$ cat src/rtl/fmt_pkg.sv
package fmt_pkg;
  typedef struct packed {
    logic dec;
    logic f422;
    logic mux;
  } fmt_mode_t;
endpackage

$ cat src/rtl/fmt_line_track.sv
module fmt_line_track
  import fmt_pkg::*;
(
  input  logic      clk,
  input  logic      rst_n,
  input  logic      vld,
  input  logic      hblank,
  input  fmt_mode_t mode_in,
  output logic      line_start,
  output fmt_mode_t mode_eff
);
  logic      prev_blank_q, prev_blank_d;
  fmt_mode_t mode_q, mode_d;

  always_comb begin
    line_start   = vld && hblank && !prev_blank_q;
    mode_eff     = line_start ? mode_in : mode_q;
    prev_blank_d = vld ? hblank : prev_blank_q;
    mode_d       = line_start ? mode_in : mode_q;
  end

  always_ff @(posedge clk or negedge rst_n) begin
    if (!rst_n) begin
      prev_blank_q <= 1'b0;
      mode_q       <= '0;
    end else begin
      prev_blank_q <= prev_blank_d;
      mode_q       <= mode_d;
    end
  end

  // the captured mode only moves at a line start
  a_r9_mode_hold: assert property (@(posedge clk) disable iff (!rst_n)
    !line_start |=> $stable(mode_q));
endmodule

$ cat src/rtl/fmt_rv_alt.sv
module fmt_rv_alt #(
  parameter int DW     = 10,
  parameter int ALT_HI = 512,
  parameter int ALT_LO = 64
) (
  input  logic          clk,
  input  logic          rst_n,
  input  logic          vld,
  input  logic          hblank,
  input  logic          line_start,
  output logic [DW-1:0] code
);
  logic phase_q, phase_d, cur;

  always_comb begin
    cur     = line_start ? 1'b0 : phase_q;
    code    = cur ? DW'(ALT_LO) : DW'(ALT_HI);
    phase_d = (vld && hblank) ? ~cur : phase_q;
  end

  always_ff @(posedge clk or negedge rst_n) begin
    if (!rst_n) phase_q <= 1'b0;
    else        phase_q <= phase_d;
  end

  // every line's pattern opens with the high code
  a_r5_restart: assert property (@(posedge clk) disable iff (!rst_n)
    line_start |-> (code == DW'(ALT_HI)));
endmodule

$ cat src/rtl/fmt_select.sv
module fmt_select
  import fmt_pkg::*;
#(
  parameter int DW    = 10,
  parameter int Y_BLK = 64,
  parameter int C_BLK = 512
) (
  input  fmt_mode_t     mode,
  input  logic          hblank,
  input  logic          csel,
  input  logic [DW-1:0] y,
  input  logic [DW-1:0] u,
  input  logic [DW-1:0] v,
  input  logic [DW-1:0] alt_code,
  output logic [DW-1:0] gy,
  output logic [DW-1:0] bu,
  output logic [DW-1:0] rv
);
  logic [DW-1:0] chroma;

  always_comb begin
    chroma = csel ? v : u;
    if (!mode.dec) begin
      gy = y;
      bu = u;
      rv = mode.mux ? '0 : v;
    end else begin
      gy = (mode.f422 && hblank) ? DW'(Y_BLK) : y;
      bu = (mode.f422 && hblank) ? DW'(C_BLK) : chroma;
      rv = (mode.mux && hblank) ? alt_code : '0;
    end
  end
endmodule

$ cat src/rtl/comp_fmt_mux.sv
module comp_fmt_mux
  import fmt_pkg::*;
#(
  parameter int DW     = 10,
  parameter int Y_BLK  = 64,
  parameter int C_BLK  = 512,
  parameter int ALT_HI = 512,
  parameter int ALT_LO = 64
) (
  input  logic          clk,
  input  logic          rst_n,
  input  logic          in_vld,
  input  logic [DW-1:0] in_y,
  input  logic [DW-1:0] in_u,
  input  logic [DW-1:0] in_v,
  input  logic          in_csel,
  input  logic          in_hblank,
  input  logic          mode_dec,
  input  logic          mode_422,
  input  logic          mode_mux,
  output logic          out_vld,
  output logic [DW-1:0] out_gy,
  output logic [DW-1:0] out_bu,
  output logic [DW-1:0] out_rv
);
  fmt_mode_t     mode_in, mode_eff;
  logic          line_start;
  logic [DW-1:0] alt_code;
  logic [DW-1:0] gy_d, bu_d, rv_d;

  assign mode_in = '{dec: mode_dec, f422: mode_422, mux: mode_mux};

  fmt_line_track u_track (
    .clk(clk), .rst_n(rst_n), .vld(in_vld), .hblank(in_hblank),
    .mode_in(mode_in), .line_start(line_start), .mode_eff(mode_eff)
  );

  fmt_rv_alt #(.DW(DW), .ALT_HI(ALT_HI), .ALT_LO(ALT_LO)) u_alt (
    .clk(clk), .rst_n(rst_n), .vld(in_vld), .hblank(in_hblank),
    .line_start(line_start), .code(alt_code)
  );

  fmt_select #(.DW(DW), .Y_BLK(Y_BLK), .C_BLK(C_BLK)) u_sel (
    .mode(mode_eff), .hblank(in_hblank), .csel(in_csel),
    .y(in_y), .u(in_u), .v(in_v), .alt_code(alt_code),
    .gy(gy_d), .bu(bu_d), .rv(rv_d)
  );

  always_ff @(posedge clk or negedge rst_n) begin
    if (!rst_n) begin
      out_vld <= 1'b0;
      out_gy  <= '0;
      out_bu  <= '0;
      out_rv  <= '0;
    end else begin
      out_vld <= in_vld;
      if (in_vld) begin
        out_gy <= gy_d;
        out_bu <= bu_d;
        out_rv <= rv_d;
      end
    end
  end

  // valid strobe delayed by one clock
  a_r8_latency: assert property (@(posedge clk) disable iff (!rst_n)
    in_vld |=> out_vld);
  // outputs hold while no sample arrives
  a_r8_hold: assert property (@(posedge clk) disable iff (!rst_n)
    !in_vld |=> ($stable(out_gy) && $stable(out_bu) && $stable(out_rv)));
  // decimated, non-multiplexed formats leave R/V at zero
  a_r3_rv_zero: assert property (@(posedge clk) disable iff (!rst_n)
    (in_vld && mode_eff.dec && !mode_eff.mux) |=> (out_rv == '0));
  // 4:2:2 blanking codes
  a_r4_blank_codes: assert property (@(posedge clk) disable iff (!rst_n)
    (in_vld && in_hblank && mode_eff.dec && mode_eff.f422)
      |=> (out_gy == DW'(Y_BLK) && out_bu == DW'(C_BLK)));
  // the blanking pattern alternates within a line
  a_r5_alternate: assert property (@(posedge clk) disable iff (!rst_n)
    (in_vld && in_hblank && !line_start && mode_eff.dec && mode_eff.mux)
      |=> (out_rv != $past(out_rv)));
endmodule

$ cat config.mk
export PLATFORM = sky130hd
export DESIGN_NAME = comp_fmt_mux
export DESIGN_NICKNAME = d
export VERILOG_FILES = /design/src/rtl/fmt_pkg.sv /design/src/rtl/fmt_line_track.sv /design/src/rtl/fmt_rv_alt.sv /design/src/rtl/fmt_select.sv /design/src/rtl/comp_fmt_mux.sv
export SDC_FILE = /design/constraint.sdc
export NUM_CORES = 1
export LEC_CHECK = 0
export BUFFER_PORTS_ARGS = -buffer_cell sky130_fd_sc_hd__buf_2
export CORE_MARGIN = 1.5
export CORE_UTILIZATION = 49
export CTS_CLUSTER_SIZE = 10
export DETAILED_ROUTE_END_ITERATION = 6
export PLACE_DENSITY = 0.83
export SLEW_MARGIN = 20
export SYNTH_ARGS = -nofsm -noshare
export SYNTH_HDL_FRONTEND = slang
export SYNTH_SLANG_ARGS = --single-unit
$ cat constraint.sdc
create_clock -name clk -period 4.7 [get_ports clk]
set_input_delay 0.94 -clock clk [delete_from_list [all_inputs] [get_ports clk]]
set_output_delay 0.94 -clock clk [all_outputs]
set_load 0.02 [all_outputs]
* Yosys cells after proc, flatten, opt, wreduce, memory -nomap -nowiden
Cells that the tools add are included.
Storage, ports and cells: word-level logic and storage cells 26, register bits after elaboration 36, input port bits 38, output and inout bits 31
Operators by class: reduce and logical (&&, ||, !) cells 5, bitwise operators 1, multiplexer cells 11
Operators with widths (count):
- 10-bit two-way mux | 9
- 1-bit logical AND | 4
- 3-bit two-way mux | 1
- 1-bit zero test | 1
- 1-bit two-way mux | 1
- 1-bit NOT | 1

* Logic depth before layout (Yosys ltp)
depth after elaboration 6, mapped depth 6, depth with buffers taken out 4

* By module
From an unflattened synthesis, not the netlist that was laid out.
Second synthesis, totals: cell total of the unflattened synthesis 154, area total of the unflattened synthesis 1981.9 sq um
Modules (own cells, without submodules):
- comp_fmt_mux | area each 1260.0 sq um, seq. area each 775.7 sq um, cells an instance 64, times used 1
- fmt_select | area each 415.4 sq um, seq. area each 0.0 sq um, cells an instance 63, times used 1
- fmt_line_track | area each 181.4 sq um, seq. area each 100.1 sq um, cells an instance 12, times used 1
- fmt_rv_alt | area each 125.1 sq um, seq. area each 25.0 sq um, cells an instance 15, times used 1

* Least setup slack after synthesis
No wires, ideal clock.
kind in2reg, from in in_vld, to reg out_bu[9], data required time 4578 ps, setup time 122 ps, arrival time 2093 ps, stages 6, slack 2485 ps, buffers on the path 2, cell sequence buf_4 -> and3b_1 -> mux2i_1 -> buf_6 -> mux2_1 -> o22a_1
On the way: longest elaborated chain between the ends 6
Ends and longest elaborated chain:
- start: declaration | line comp_fmt_mux.sv:12 | input logic in_vld,
- 1-bit logical AND (2 in series) | line fmt_line_track.sv:16 | line_start = vld && hblank && !prev_blank_q;
- 3-bit two-way mux | line fmt_line_track.sv:17 | mode_eff = line_start ? mode_in : mode_q;
- 1-bit logical AND | line fmt_select.sv:29 | bu = (mode.f422 && hblank) ? DW'(C_BLK) : chroma;
- 10-bit two-way mux | line fmt_select.sv:29
- 10-bit two-way mux | line fmt_select.sv:23 | if (!mode.dec) begin
- end signal: assignment | line comp_fmt_mux.sv:59 | out_bu <= bu_d;
- end: declaration | line comp_fmt_mux.sv:23 | output logic [DW-1:0] out_bu,
Parallel ways exist; a longest one is shown, timed or not. A chain may end at the register's enable or synchronous reset.

* Worst setup path in the final report
Same ends and word-level chain as after synthesis.

==> flow_summary_export.csv <==
group,metric,value,unit
run_status,status,"completed",
floorplan,row_count,20,
floorplan,ioPinCount,69,
power,p_sw_share,31.54,%
clocking,cts_sinks,36,
grt,grt_pass1_vias,1250,
route,routed_wl,3473,um
logic_synthesis,synth-seq-cells,36,
power,powerDensity,378.4,nW/um^2
timing,clock.fmax,463.0,MHz
critical_path,worstSetupEndpointType,"flop",
critical_path,critPathKind,"input pin to flop",
placed_design,portBuffers,68,
route,antenna_left,0,
floorplan,die_h,58.91,um
grt,grt_use_met1,26.24,%
critical_path,cp_max_fo,19,
timing,rsz0062_at_grt,"false",
power,vdd_drop_max,230.0,uV
cells_and_area,final_area,1946,sq um
timing,post-route-period-util,45.96,%
min_path,hp-start,"out_gy[7]$_DFFE_PN0P_",
timing,worstMarginPinSlew,0.9223,ns
floorplan,initial_core_util,51.00,%
power,power_frac_clock,22.9,%
grt,antenna_found_initial,0,
route,dr.first_iter.drc_count,34,
logic_synthesis,syn_nets,157,
placed_design,placement.cell_area,1887,sq um
route,drcViolationCount,0,
route,num_vias,1258,
grt,met3_usage,7.253,%
min_path,hold_class,"flop to flop",
grt,grt_pass1_wl,5416,um
cells_and_area,area_growth,27.04,%
grt,grt_util_all_layers,21.20,%
cells_and_area,seq_area,900.9,sq um
timing,skew,0.008885,ns
clocking,root_buffer,"clkbuf_4",
clocking,cts_buffer_depth,2,
critical_path,worst_ep_required_time,4.93,ns
power,p_comb_share,25.4,%
clocking,cts_resized,0,
power,p_int,0.0005040,W
critical_path,startpoint,"in_vld",
timing,min_period,2.160,ns
floorplan,die_area,3470,sq um
logic_synthesis,syn_inst,119,
cells_and_area,drive_above_1_share,43.16,%
critical_path,startpoint_type,"input pin",
cells_and_area,final_net_count,227,
grt,grt_start_max_net_pins,37,
power,p_switching,0.0002322,W
timing,slew-limit-headroom,38.44,%
grt,use_met2,34.13,%
power,seqPwrFrac,51.6,%
floorplan,die_x,58.91,um
cells_and_area,n_antenna_cell,0,
logic_synthesis,syn_avg_cell_area,12.87,sq um
grt,top_usage_layer,"met2",
timing,fin_hold_ws,0.4925,ns
timing,slew_violations,0,
run,maxCapViolations,0,
timing,finalSetupViolCount,0,
logic_synthesis,synth_area,1531,sq um
clocking,hold_buffers,0,
route,dr.pass1.iters,4,
placed_design,gp_congestion,0.8016,
route,wire_per_inst,15.57,um
clocking,htree_levels,2,
grt,grt_overflow,0,
timing,final.setup.tns,0,ns
route,avgViaCountPerCell,5.641,
timing,timing_hold_violations_final,0,
clocking,cts_tree,"yes",
placed_design,dpl.hpwl,2513,um
critical_path,timing.rr.start,"u_track.prev_blank_q$_DFFE_PN0P_",
clocking,cts_setup_buffers,0,
clocking,cts_inserted_buffers,5,
logic_synthesis,ys_seq_area_share,58.82,%
cells_and_area,fillers,245,
logic_synthesis,synth_cell_types,26,
floorplan,core_area,3003,sq um
clocking,clock_latency,0.33,ns
cells_and_area,multi_input_area,589.3,sq um
critical_path,arrival,2.39,ns
logic_synthesis,synth_warnings,0,
clocking,clkSlewWorstSetupHoldPaths,0.10,ns
power,leakage,0.9796,nW
==> final timing paths <==
check | slack [ns] | endpoint | cells after the start
hold reg to reg | 0.49 | out_gy[7]$_DFFE_PN0P_ | 1
setup / recovery | 2.54 | out_bu[9]$_DFFE_PN0P_ | 6
min in group asynchronous | 0.66 | out_gy[1]$_DFFE_PN0P_ | 1
hold / removal | 0.49 | out_gy[7]$_DFFE_PN0P_ | 1
setup reg to reg | 2.94 | out_bu[9]$_DFFE_PN0P_ | 5
max in group asynchronous | 3.55 | out_bu[4]$_DFFE_PN0P_ | 1
==> cells by family (layout without fill, tap and decap cells) <==
logic type,count (synthesis),in the layout,share of synthesized area [%]
buffers and inverters,8,79,2.696
AND/OR/NAND/NOR,26,26,8.987
flip-flops,36,36,58.82
multiplexers,15,15,10.21
AO/OA/AOI/OAI,34,34,19.28
==> sequential cells by signal (all words and copies together), names as in the netlist <==
register	count
out_rv	10
u_track.prev_blank_q	1
out_vld	1
u_track.mode_q	3
out_bu	10
u_alt.phase_q	1
out_gy	10
==> worst max-delay path: stages <==
cell and delay [ns]:
buf_2 0.27, and3b_1 0.25, mux2i_1 0.19, buf_4 0.23, mux2_1 0.35, o22a_1 0.16
==> power groups by stage <==
stage / Sequential, W / Combinational, W / Clock, W
floorplan: 0.000425 / 0.0000740 / 0
global placement: 0.000382 / 0.000183 / 0
detailed placement: 0.000385 / 0.000189 / 0
CTS: 0.000380 / 0.000189 / 0.000173
global route: 0.000386 / 0.000202 / 0.000185
finish: 0.000380 / 0.000187 / 0.000169
==> metal layers <==
metal,vias to the layer above,routed length (um)
li1,585,-
met1,628,1494
met2,36,1715
met3,9,193
met4,0,70
met5,-,0
==> layout make-up <==
type                            instances  share of cell area, %
Inverter                                2                 0.3859
Timing Repair Buffer                   69                  17.88
Clock buffer                            8                  3.023
Tap cell                               33                  2.122
Multi-Input combinational cell         75                  30.29
Sequential cell                        36                  46.30
==> Yosys cell counts <==
| cell type | number | area, sq um |
|---|---|---|
| buf_1 | 1 | 3.750 |
| buf_4 | 1 | 7.510 |
| mux2_1 | 1 | 11.26 |
| and3_1 | 1 | 6.260 |
| nor2_1 | 2 | 7.510 |
| nand4b_1 | 1 | 8.760 |
| o22a_1 | 1 | 8.760 |
| o21ai_0 | 1 | 5.000 |
| a21boi_0 | 1 | 7.510 |
| a221o_1 | 2 | 20.02 |
| nand2_1 | 14 | 52.55 |
| nand4_1 | 1 | 6.260 |
| nand3_1 | 2 | 10.01 |
| nand3b_1 | 2 | 15.01 |
| o2bb2ai_1 | 18 | 157.7 |
| a21oi_4 | 1 | 16.27 |
| dfrtp_1 | 36 | 900.9 |
| buf_6 | 1 | 11.26 |
| mux2_2 | 4 | 45.04 |
| clkbuf_1 | 3 | 11.26 |
| or3_4 | 2 | 22.52 |
| a21oi_1 | 2 | 10.01 |
| mux2i_1 | 10 | 100.1 |
| and3b_1 | 1 | 8.760 |
| a22o_1 | 8 | 70.07 |
| inv_1 | 2 | 7.510 |
==> per-stage QoR <==
step                 power, W  utilization (%)  std cells  worst slack (ns)
detailed placement  0.0005740            62.83        215             2.190
finish              0.0007362            64.79        223             2.540
global route        0.0007725            64.79        223             2.459
floorplan           0.0004985                -        119             2.485
CTS                 0.0007422            64.79        223             2.554
global placement    0.0005657            62.83        215             2.242
==> cell usage in the layout, fill, tap and decap left out, types with 2 or more instances in the layout <==
cell       instances
a21oi_1            2
a221o_1            2
a22o_1             8
buf_2             68
clkbuf_1           2
clkbuf_4           5
dfrtp_1           36
inv_1              2
mux2_2             4
mux2i_1           10
nand2_1           14
nand3_1            2
nand3b_1           2
nor2_1             2
o2bb2ai_1         18
or3_4              2
Note: power is estimated with default switching activity, not from simulation.
